File: src/rtl/sardiff_pkg.sv
`timescale 1ns/1ps
package sardiff_pkg;
    typedef enum logic [2:0] {
        PH_IDLE   = 3'd0,
        PH_SAMP_P = 3'd1,
        PH_SAMP_N = 3'd2,
        PH_TRIAL  = 3'd3,
        PH_XFER   = 3'd4
    } sar_phase_e;
endpackage

File: src/rtl/sardiff_ctrl.sv
`timescale 1ns/1ps
module sardiff_ctrl
    import sardiff_pkg::*;
#(
    parameter int WIDTH = 8,
    localparam int IW = $clog2(WIDTH)
) (
    input  logic          clk,
    input  logic          rst,
    input  logic          clk_en,
    input  logic          start,
    output logic          accept,
    output logic          samp_pos,
    output logic          samp_neg,
    output logic          busy,
    output logic          load_first,
    output logic          trial_en,
    output logic          last_bit,
    output logic          xfer,
    output logic [IW-1:0] bit_idx
);
    typedef struct packed {
        sar_phase_e    ph;
        logic [IW-1:0] idx;
    } ctrl_t;

    ctrl_t c_q, c_d;

    always_comb begin
        c_d = c_q;
        case (c_q.ph)
            PH_IDLE:   if (start) c_d.ph = PH_SAMP_P;
            PH_SAMP_P: if (clk_en) c_d.ph = PH_SAMP_N;
            PH_SAMP_N: if (clk_en) begin
                c_d.ph  = PH_TRIAL;
                c_d.idx = IW'(WIDTH - 1);
            end
            PH_TRIAL:  if (clk_en) begin
                if (c_q.idx == '0) c_d.ph = PH_XFER;
                else               c_d.idx = c_q.idx - 1'b1;
            end
            PH_XFER:   if (clk_en) c_d.ph = PH_IDLE;
            default:   c_d.ph = PH_IDLE;
        endcase
    end

    always_ff @(posedge clk) begin
        if (rst) begin
            c_q.ph  <= PH_IDLE;
            c_q.idx <= '0;
        end else begin
            c_q <= c_d;
        end
    end

    assign accept     = (c_q.ph == PH_IDLE) && start;
    assign samp_pos   = (c_q.ph == PH_SAMP_P);
    assign samp_neg   = (c_q.ph == PH_SAMP_N);
    assign busy       = (c_q.ph != PH_IDLE);
    assign load_first = samp_neg && clk_en;
    assign trial_en   = (c_q.ph == PH_TRIAL) && clk_en;
    assign last_bit   = (c_q.idx == '0);
    assign xfer       = (c_q.ph == PH_XFER) && clk_en;
    assign bit_idx    = c_q.idx;


    phase_order_chk: assert property (@(posedge clk) disable iff (rst)
        (c_q.ph == PH_SAMP_P && clk_en) |=> (c_q.ph == PH_SAMP_N));

    gated_hold_chk: assert property (@(posedge clk) disable iff (rst)
        (busy && !clk_en) |=> ($stable(c_q.ph) && $stable(c_q.idx)));

    busy_start_ignored_chk: assert property (@(posedge clk) disable iff (rst)
        (c_q.ph == PH_TRIAL && start) |=> (c_q.ph != PH_SAMP_P));
endmodule

File: src/rtl/sardiff_code_reg.sv
`timescale 1ns/1ps
module sardiff_code_reg #(
    parameter int WIDTH = 8,
    localparam int IW = $clog2(WIDTH)
) (
    input  logic             clk,
    input  logic             rst,
    input  logic             accept,
    input  logic             load_first,
    input  logic             trial_en,
    input  logic             last_bit,
    input  logic [IW-1:0]    bit_idx,
    input  logic             cmp_hi,
    output logic [WIDTH-1:0] code
);
    typedef struct packed {
        logic [WIDTH-1:0] code;
        logic             clamp;
    } creg_t;

    creg_t r_q, r_d;
    logic [WIDTH-1:0] mask;
    logic [WIDTH-1:0] decided;

    always_comb begin
        r_d     = r_q;
        mask    = WIDTH'(1) << bit_idx;
        decided = (cmp_hi && !r_q.clamp) ? r_q.code : (r_q.code & ~mask);
        if (accept) begin
            r_d.code  = '0;
            r_d.clamp = 1'b0;
        end else if (load_first) begin
            r_d.clamp = !cmp_hi;
            r_d.code  = {1'b1, {(WIDTH-1){1'b0}}};
        end else if (trial_en) begin
            r_d.code = last_bit ? decided : (decided | (mask >> 1));
        end
    end

    always_ff @(posedge clk) begin
        if (rst) begin
            r_q.code  <= '0;
            r_q.clamp <= 1'b0;
        end else begin
            r_q <= r_d;
        end
    end

    assign code = r_q.code;


    clamp_zero_chk: assert property (@(posedge clk) disable iff (rst)
        (r_q.clamp && trial_en && last_bit) |=> (r_q.code == '0));

    msb_first_chk: assert property (@(posedge clk) disable iff (rst)
        load_first |=> ($onehot(r_q.code) && r_q.code[WIDTH-1]));
endmodule

File: src/rtl/sardiff_out_latch.sv
`timescale 1ns/1ps
module sardiff_out_latch #(
    parameter int WIDTH = 8
) (
    input  logic             clk,
    input  logic             rst,
    input  logic             xfer,
    input  logic [WIDTH-1:0] code,
    output logic [WIDTH-1:0] result,
    output logic             done
);
    typedef struct packed {
        logic [WIDTH-1:0] result;
        logic             done;
    } oreg_t;

    oreg_t o_q, o_d;

    always_comb begin
        o_d      = o_q;
        o_d.done = xfer;
        if (xfer) o_d.result = code;
    end

    always_ff @(posedge clk) begin
        if (rst) begin
            o_q.result <= '0;
            o_q.done   <= 1'b0;
        end else begin
            o_q <= o_d;
        end
    end

    assign result = o_q.result;
    assign done   = o_q.done;


    done_single_chk: assert property (@(posedge clk) disable iff (rst)
        o_q.done |=> !o_q.done);

    result_hold_chk: assert property (@(posedge clk) disable iff (rst)
        !xfer |=> $stable(o_q.result));
endmodule

File: src/rtl/sardiff_sar.sv
`timescale 1ns/1ps
module sardiff_sar #(
    parameter int WIDTH = 8
) (
    input  logic             clk,
    input  logic             rst,
    input  logic             clk_en,
    input  logic             start,
    input  logic             cmp_hi,
    output logic [WIDTH-1:0] trial_code,
    output logic             samp_pos,
    output logic             samp_neg,
    output logic             busy,
    output logic [WIDTH-1:0] result,
    output logic             done
);
    localparam int IW = $clog2(WIDTH);

    logic          accept, load_first, trial_en, last_bit, xfer;
    logic [IW-1:0] bit_idx;

    sardiff_ctrl #(.WIDTH(WIDTH)) u_ctrl (
        .clk(clk), .rst(rst), .clk_en(clk_en), .start(start),
        .accept(accept), .samp_pos(samp_pos), .samp_neg(samp_neg),
        .busy(busy), .load_first(load_first), .trial_en(trial_en),
        .last_bit(last_bit), .xfer(xfer), .bit_idx(bit_idx)
    );

    sardiff_code_reg #(.WIDTH(WIDTH)) u_code (
        .clk(clk), .rst(rst), .accept(accept), .load_first(load_first),
        .trial_en(trial_en), .last_bit(last_bit), .bit_idx(bit_idx),
        .cmp_hi(cmp_hi), .code(trial_code)
    );

    sardiff_out_latch #(.WIDTH(WIDTH)) u_out (
        .clk(clk), .rst(rst), .xfer(xfer), .code(trial_code),
        .result(result), .done(done)
    );


    done_idle_chk: assert property (@(posedge clk) disable iff (rst)
        done |-> !busy || samp_pos);
endmodule

File: config.mk
export PLATFORM = sky130hd
export DESIGN_NAME = sardiff_sar
export DESIGN_NICKNAME = d
export VERILOG_FILES = /design/src/rtl/sardiff_pkg.sv /design/src/rtl/sardiff_ctrl.sv /design/src/rtl/sardiff_code_reg.sv /design/src/rtl/sardiff_out_latch.sv /design/src/rtl/sardiff_sar.sv
export SDC_FILE = /design/constraint.sdc
export NUM_CORES = 1
export LEC_CHECK = 0
export ABC_AREA = 1
export CORE_ASPECT_RATIO = 0.7
export CORE_MARGIN = 2
export CORE_UTILIZATION = 46
export CTS_BUF_LIST = sky130_fd_sc_hd__clkbuf_16
export CTS_CLUSTER_DIAMETER = 50
export DETAILED_ROUTE_END_ITERATION = 6
export GPL_TIMING_DRIVEN = 0
export MAX_ROUTING_LAYER = met4
export PLACE_DENSITY = 0.82
export SETUP_SLACK_MARGIN = 0.05
export SYNTH_ARGS = -nofsm -noshare
export SYNTH_HDL_FRONTEND = slang
export SYNTH_HIERARCHICAL = 1
export SYNTH_SLANG_ARGS = --single-unit
File: constraint.sdc
create_clock -name clk -period 1.4 [get_ports clk]
set_clock_uncertainty 0.15 [all_clocks]
set_input_delay 0.21 -clock clk [delete_from_list [all_inputs] [get_ports clk]]
set_output_delay 0.21 -clock clk [all_outputs]
set_load 0.1 [all_outputs]
==> results of run 1 <==
## cells in the final DEF, fill, tap and decap left out, types with 2 or more instances in the layout
cell,synthesis,layout
sky130_fd_sc_hd__nand2_1,52,45
sky130_fd_sc_hd__buf_4,11,31
sky130_fd_sc_hd__nor2_1,32,26
sky130_fd_sc_hd__dfxtp_1,24,18
sky130_fd_sc_hd__inv_1,23,17
sky130_fd_sc_hd__buf_6,2,14
sky130_fd_sc_hd__inv_2,6,8
sky130_fd_sc_hd__a21oi_1,10,8
sky130_fd_sc_hd__nand2_2,3,6
sky130_fd_sc_hd__nor2_4,2,6
sky130_fd_sc_hd__nand3_1,9,5
sky130_fd_sc_hd__nor2_2,3,5
sky130_fd_sc_hd__clkbuf_16,0,4
sky130_fd_sc_hd__buf_12,0,4
sky130_fd_sc_hd__dfxtp_2,0,4
sky130_fd_sc_hd__clkdlybuf4s50_1,0,3
sky130_fd_sc_hd__nand2_4,0,3
sky130_fd_sc_hd__o21ai_0,5,3
sky130_fd_sc_hd__buf_8,0,2
sky130_fd_sc_hd__o21ai_2,0,2
sky130_fd_sc_hd__a21oi_2,2,2
sky130_fd_sc_hd__a21oi_4,0,2
sky130_fd_sc_hd__nand4_1,2,2
sky130_fd_sc_hd__clkinvlp_4,0,2
sky130_fd_sc_hd__inv_4,0,2
sky130_fd_sc_hd__nand3_4,0,2
sky130_fd_sc_hd__a31oi_1,2,2
sky130_fd_sc_hd__nand3_2,0,2
sky130_fd_sc_hd__dfxtp_4,0,2
## logic make-up (layout without fill, tap and decap cells)
kind of cell               Yosys count  count (layout)
buffers and inverters               43              90
AOI/OAI and AO/OA                   21              21
adders and majority gates            2               2
and+or+nand+nor                    106             106
DFF                                 24              24
## stage by stage
stage	util (%)	hold WS [ns]	area, µm²	cells
after floorplan	-	0.122	1350	196
after global placement	59.8	0.301	1640	256
after detailed placement	59.8	0.303	1640	256
after CTS	70.1	0.309	1920	272
after global routing	76.7	0.338	2100	279
final	76.7	0.308	2100	279
## flip-flops by register name (all words and copies together) (netlist names)
| signal | flops |
|---|---|
| u_ctrl/c_q | 3 |
| u_code/code | 8 |
| u_code/r_q | 1 |
| u_out/done | 1 |
| u_ctrl/bit_idx | 3 |
| u_out/result | 8 |
## layout make-up
type | count | area [µm²]
Multi-Input combinational cell | 129 | 768
Fill cell | 166 | 638
Sequential cell | 24 | 493
Timing Repair Buffer | 43 | 452
Inverter | 29 | 121
Buffer | 14 | 120
Clock buffer | 3 | 75.1
Tap cell | 36 | 45.0
Clock inverter | 1 | 30.0
## routing by layer
layer / global-route usage [%] / share of wire, % / vias up
met5: - / 0 / -
met4: 6.46 / 3.1 / 0
met3: 6.28 / 6.1 / 16
met2: 37.1 / 48 / 57
met1: 28.1 / 43 / 684
li1: - / - / 687
## worst max-delay path: cells and delay by family (launching register included)
kind	cells	cell delay, ns
buffers and inverters	4	0.48
flip-flops	1	0.32
AND/OR/NAND/NOR	2	0.20
## power breakdown
group / internal, mW / switching [mW]
Sequential: 0.758 / 0.0693
Clock: 0.569 / 0.258
Combinational: 0.789 / 1.26
Total: 2.12 / 1.59
## what timing repair did
action	4_1_cts	5_1_grt
gates cloned	0	1
setup buffers	12	7
setup endpoints to repair	42	33
gates resized for setup	151	34
pin swaps	17	21
## worst paths after layout
kind              slack [ns]                           end                   startpoint  cells past startpoint
setup / recovery       -0.24                      samp_neg   u_ctrl/c_q[3]$_SDFFE_PP0P_                      6
hold / removal          0.31   u_code/code[0]$_SDFFE_PP0P_  u_code/code[0]$_SDFFE_PP0P_                      2
hold reg to reg         0.31   u_code/code[0]$_SDFFE_PP0P_  u_code/code[0]$_SDFFE_PP0P_                      2
setup reg to reg       -0.22  u_out/result[1]$_SDFFE_PP0P_   u_ctrl/c_q[3]$_SDFFE_PP0P_                      8
==> impl_summary.log, run 1 <==
INFO  metric outcome = finished with violations
INFO  metric violations = setup timing
INFO  metric asyncSetResetFlopFracSynth = 0%
INFO  metric synth_common_cells = sky130_fd_sc_hd__nand2_1, sky130_fd_sc_hd__nor2_1, sky130_fd_sc_hd__dfxtp_1
INFO  metric grt_util_all_layers = 23.0%
INFO  metric crit_path_top_delay_cell = sky130_fd_sc_hd__dfxtp_2
INFO  metric post_synthesis_net_count = 203
INFO  metric io_pins = 25
INFO  metric critPathRequiredTime = 1.04 ns
INFO  metric die_w = 67.4 µm
INFO  metric vias_per_cell = 5.18
INFO  metric finalCriticalPeriod = 1.64 ns
INFO  metric global_route.overflow_total = 0
INFO  metric post_synthesis_adder_cell_area_fraction = 1.93%
INFO  metric power-per-cell-area = 1760 mW/mm²
INFO  metric synth_simple_gate_area_share = 34.9%
INFO  metric grt_start_max_net_pins = 15
INFO  metric synth_compound_gate_area_share = 9.09%
INFO  metric timing_max_transition_violations_final = 0
INFO  metric wire_length_of_the_first_global_routing_pass = 5600 µm
INFO  metric port_buffers = 24
INFO  metric antenna_diode_count = 0
INFO  metric synth_top_family_by_area = simple AND/OR/NAND/NOR gates
INFO  metric route.antenna.remaining_nets = 0
INFO  metric synth.area.mux_share = 0%
INFO  metric num_rows = 16
INFO  metric cts_htree_levels = 1
INFO  metric synth-main-ff-cell = sky130_fd_sc_hd__dfxtp_1
INFO  metric fmax = 611 MHz
INFO  metric cell_area_after_technology_mapping = 0.00129 mm²
INFO  metric synthXorXnorAreaFrac = 0%
INFO  metric synth_most_common_cell = sky130_fd_sc_hd__nand2_1
INFO  metric cp_cell_sequence = buf_6 > nor2_4 > buf_6 > nand2_4 > clkinvlp_4 > buf_12
INFO  metric power.leakage = 0.875 nW
INFO  metric synthDistinctLibCells = 23
INFO  metric core_region_area = 0.00274 mm²
INFO  metric cts-hold-fix-buffers = 0
INFO  metric synth-edff-count = 0
INFO  metric maxcap_violations = 0
INFO  metric final_layout_size_suffix_gt1_share = 44.9%
INFO  metric firstDrtPassIters = 5
INFO  metric pre_cts_slack = -0.906 ns
INFO  metric cts.clk_slew.worst_paths = 0.06 ns
INFO  metric die_height = 48.4 µm
INFO  metric initial_antenna_violation_count = 0
INFO  metric fin_setup_tns = -2.92 ns
INFO  metric cts_num_sinks = 24
INFO  metric dpl.hpwl = 1920 µm
INFO  metric clock_tree.buffer_depth = 2
INFO  metric crit_top_cell = sky130_fd_sc_hd__buf_6
INFO  metric vdd.ir_drop.worst = 1.32 mV
INFO  metric layout_net_count = 251
INFO  metric rsz_0062_raised_after_global_routing = true
INFO  metric yosysWarnings = 6
INFO  metric tritoncts = yes
INFO  metric maxSlewHeadroom = 79.7%
INFO  metric worstMarginPinSlew = 0.304 ns
INFO  metric layout-area-overhead-vs-synth = 62.7%
INFO  metric critical_path_class = flop to output pin
INFO  metric setup_viol = 24
INFO  metric setup_ws = -0.236 ns
INFO  metric ctsRootBufferMaster = sky130_fd_sc_hd__clkbuf_16
INFO  metric synth_top_cells_by_area = sky130_fd_sc_hd__dfxtp_1, sky130_fd_sc_hd__nand2_1, sky130_fd_sc_hd__nor2_1
INFO  metric fraction_of_the_yosys_area_taken_by_sequential_cells = 37.1%
INFO  metric cp-start-kind = flop
INFO  metric vias = 1444
INFO  metric wirelength_per_cell = 15.2 µm
INFO  metric hp-class = flop to flop
INFO  metric fin_total_pwr = 3.70 mW
INFO  metric die-area = 0.00326 mm²
INFO  metric synth_area_per_cell = 6.60 µm²
INFO  metric first_global_vias = 1235
INFO  metric cts_inserted_buffers = 3
INFO  metric final_min_period_over_clock_period = 117%
INFO  metric synth.ff_latch_count = 24
INFO  metric max_stage_delay = 0.32 ns
INFO  metric critical_path.max_fanout = 4
INFO  metric finalHoldViolCount = 0
INFO  metric synth_largest_type_area_fraction = 37.1%
INFO  metric clock_insertion_delay_worst_skew = 0.26 ns
INFO  metric initial_core_util = 47.2%
INFO  metric netlist.top_cell.by_area = sky130_fd_sc_hd__dfxtp_1
INFO  metric worstPathArrival = 1.28 ns
INFO  metric drt_iter0_drc = 108
INFO  metric finalWeightedCongestion = 0.906
INFO  metric cp-end-kind = output pin
INFO  metric drt_wl_total = 4230 µm
INFO  metric drc = 0
INFO  metric post_synth_inst_count = 196
No activity file was read; power rests on OpenSTA's default activity.
==> inputs of run 2 (changes only) <==
- CAP_MARGIN: unset -> 10
- REMOVE_ABC_BUFFERS: unset -> 1
==> run 2 against run 1 <==
Against the previous run:
- the run still ends with setup timing left
- non-clock buffer count is 12 lower
- worst hold slack better by 0.015 ns
- first-iteration DRC count is 44% lower
- critical path depth stayed put
- cell area is 7.1% lower
- critical endpoint is now u_code/code[6]$_SDFFE_PP0P_
- power is 10% lower
- fmax is 6.9% higher
- register-to-register slack better by 0.09 ns
==> impl_summary.log, run 2 (synthesized netlist as in run 1, its figures left out) <==
INFO  metric power.leakage = 0.800 nW (was 0.875 nW)
INFO  metric cts.clk_slew.worst_paths = 0.06 ns (about the same)
INFO  metric antenna_diode_count = 0 (unchanged)
INFO  metric vdd.ir_drop.worst = 1.01 mV (was 1.32 mV)
INFO  metric cp_cell_sequence = nand3_4 > nor2_4 > inv_2 > nor2_4 > nand4_1 > a21oi_2 (was buf_6 > nor2_4 > buf_6 > nand2_4 > clkinvlp_4 > buf_12)
INFO  metric ctsRootBufferMaster = sky130_fd_sc_hd__clkbuf_16 (unchanged)
INFO  metric crit_path_top_delay_cell = sky130_fd_sc_hd__dfxtp_4 (was sky130_fd_sc_hd__dfxtp_2)
INFO  metric io_pins = 25 (unchanged)
INFO  metric initial_antenna_violation_count = 0 (unchanged)
INFO  metric critical_path_buf_inv_count = 1 (was 4)
INFO  metric fmax = 654 MHz (was 611 MHz)
INFO  metric die_height = 48.4 µm (unchanged)
INFO  metric share_of_total_power_in_the_clock_network = 18.7% (was 22.3%)
INFO  metric wirelength_per_cell = 15.6 µm (was 15.2 µm)
INFO  metric timing_max_transition_violations_final = 0 (unchanged)
INFO  metric maxSlewHeadroom = 74.3% (was 79.7%)
INFO  metric outcome = finished with violations (unchanged)
INFO  metric drt_iter0_drc = 61 (was 108)
INFO  metric finalHoldViolCount = 0 (unchanged)
INFO  metric vias = 1454 (was 1444)
INFO  metric wire_length_of_the_first_global_routing_pass = 6090 µm (was 5600 µm)
INFO  metric grt_start_max_net_pins = 14 (was 15)
INFO  metric cts_num_sinks = 24 (unchanged)
INFO  metric vias_per_cell = 5.45 (was 5.18)
INFO  metric worstPathArrival = 1.56 ns (was 1.28 ns)
INFO  metric share_seq_of_total_power = 27.7% (was 22.3%)
INFO  metric critPathRequiredTime = 1.43 ns (was 1.04 ns)
INFO  metric power.share.combinational = 53.6% (was 55.3%)
INFO  metric fin_total_pwr = 3.32 mW (was 3.70 mW)
INFO  metric initial_core_util = 47.2% (unchanged)
INFO  metric dpl.hpwl = 1840 µm (was 1920 µm)
INFO  metric timing.hold.ws = 0.323 ns (was 0.308 ns)
INFO  metric tritoncts = yes (unchanged)
INFO  metric cp-start-kind = flop (unchanged)
INFO  metric rsz_0062_raised_after_global_routing = true (unchanged)
INFO  metric port_buffers = 24 (unchanged)
INFO  metric num_rows = 16 (unchanged)
INFO  metric power-per-cell-area = 1700 mW/mm² (was 1760 mW/mm²)
INFO  metric worst-r2r-setup-slack = -0.13 ns (was -0.22 ns)
INFO  metric drt_wl_total = 4150 µm (was 4230 µm)
INFO  metric violations = setup timing (unchanged)
INFO  metric firstDrtPassIters = 4 (was 5)
INFO  metric final_min_period_over_clock_period = 109% (was 117%)
INFO  metric largestRegisters = u_code/code: 8 flops, u_out/result: 8 flops (unchanged)
INFO  metric total_switching_power = 1.52 mW (was 1.59 mW)
INFO  metric cp-end-kind = flop (was output pin)
INFO  metric die_w = 67.4 µm (unchanged)
INFO  metric setup_ws = -0.130 ns (was -0.236 ns)
INFO  metric layout_common_cells = sky130_fd_sc_hd__nand2_1, sky130_fd_sc_hd__buf_4, sky130_fd_sc_hd__nor2_1 (unchanged)
INFO  metric critical_path_class = flop to flop (was flop to output pin)
INFO  metric hp-class = flop to flop (unchanged)
INFO  metric grt_util_all_layers = 25.7% (was 23.0%)
INFO  metric core_region_area = 0.00274 mm² (unchanged)
INFO  metric fin_setup_tns = -1.22 ns (was -2.92 ns)
INFO  metric first_global_vias = 1303 (was 1235)
INFO  metric max_stage_delay = 0.45 ns (was 0.32 ns)
INFO  metric global_route.overflow_total = 0 (unchanged)
INFO  metric finalWeightedCongestion = 0.792 (was 0.906)
INFO  metric route.antenna.remaining_nets = 0 (unchanged)
INFO  metric crit_top_cell = sky130_fd_sc_hd__nor2_4 (was sky130_fd_sc_hd__buf_6)
INFO  metric layout.cells.most_common = sky130_fd_sc_hd__nand2_1 (unchanged)
INFO  metric layout_net_count = 239 (was 251)
INFO  metric clock_insertion_delay_worst_skew = 0.26 ns (about the same)
INFO  metric clock_tree.buffer_depth = 2 (unchanged)
INFO  metric setup_viol = 22 (was 24)
INFO  metric maxcap_violations = 0 (unchanged)
INFO  metric timing.critical_path.max_delay_family = simple AND/OR/NAND/NOR gates (was buffers and inverters)
INFO  metric cts_inserted_buffers = 3 (unchanged)
INFO  metric critical_path.max_fanout = 7 (was 4)
INFO  metric die-area = 0.00326 mm² (unchanged)
INFO  metric final_layout_size_suffix_gt1_share = 48.1% (was 44.9%)
INFO  metric finalCriticalPeriod = 1.53 ns (was 1.64 ns)
INFO  metric drc = 0 (unchanged)
INFO  metric power_report.internal_total = 1.80 mW (was 2.12 mW)
INFO  metric layout-area-overhead-vs-synth = 51.1% (was 62.7%)
INFO  metric cts_htree_levels = 1 (unchanged)
INFO  metric power.switching_fraction = 45.9% (was 42.9%)
INFO  metric worstMarginPinSlew = 0.384 ns (was 0.304 ns)
==> run 2: changes by cell type in the layout (fill, tap and decap cells not counted), moves of 3 or more <==
cell,delta
sky130_fd_sc_hd__dfxtp_4,+3
sky130_fd_sc_hd__nand2_1,-12
sky130_fd_sc_hd__dfxtp_2,-3
sky130_fd_sc_hd__buf_6,-6
sky130_fd_sc_hd__nand2_2,+12
sky130_fd_sc_hd__nor2_2,+4
sky130_fd_sc_hd__buf_4,-3
sky130_fd_sc_hd__nor2_1,-3
==> run 2: power groups by stage <==
stage          logic (mW)  clock network (mW)  registers (mW)
2_1_floorplan       0.786                   0           0.938
4_1_cts              1.52               0.622           0.885
5_1_grt              1.85               0.662           0.920
6_report             1.78               0.622           0.918
3_5_place_dp         1.09                   0           0.872
3_3_place_gp         1.07                   0           0.866
==> run 2: path summary, 6_finish.rpt <==
path / start / cells past startpoint / to
setup / recovery: u_ctrl/c_q[4]$_SDFFE_PP0P_ / 6 / u_code/code[6]$_SDFFE_PP0P_
hold reg to reg: u_out/result[4]$_SDFFE_PP0P_ / 2 / u_out/result[4]$_SDFFE_PP0P_
setup reg to reg: u_ctrl/c_q[4]$_SDFFE_PP0P_ / 6 / u_code/code[6]$_SDFFE_PP0P_
hold / removal: u_out/result[4]$_SDFFE_PP0P_ / 2 / u_out/result[4]$_SDFFE_PP0P_
==> run 2: layout make-up <==
| class | instances | area, µm² |
|---|---|---|
| clock inverter | 1 | 3.75 |
| fill | 195 | 788 |
| clock buffer | 3 | 75.1 |
| inverter | 29 | 124 |
| timing repair buffer | 45 | 417 |
| sequential | 24 | 500 |
| tap | 36 | 45.0 |
| multi-input combinational | 129 | 790 |
==> run 2: repair_timing <==
action / in CTS / in global routing
pin swaps: 17 / 22
hold buffers: 0 / 0
setup buffers: 16 / 3
endpoints found under the setup margin: 44 / 29
resized for setup: 169 / 47
gates cloned: 1 / 0
==> run 2: per-layer routing <==
layer / vias up / track usage, % / wire, µm
met1: 680 / 30.1 / 1620
met3: 17 / 7.67 / 398
met2: 90 / 41.1 / 2030
met5: - / - / 0
met4: 0 / 9.86 / 109
li1: 667 / - / -
==> run 2: stage by stage <==
stage | std cells | setup WS [ns] | util [%] | area [µm²]
final | 267 | -0.130 | 71.3 | 1950
after global routing | 267 | -0.195 | 71.3 | 1950
after CTS | 264 | -0.0640 | 65.3 | 1790
after detailed placement | 243 | -0.877 | 54.1 | 1480
after global placement | 242 | -1.97 | 53.6 | 1470
after floorplan | 182 | -0.978 | - | 1180
==> run 2: tightest hold or removal path: stages, from the launching register on <==
cell and delay, ns:
sky130_fd_sc_hd__dfxtp_1 0.33, sky130_fd_sc_hd__nor2_1 0.05, sky130_fd_sc_hd__nor2_2 0.06
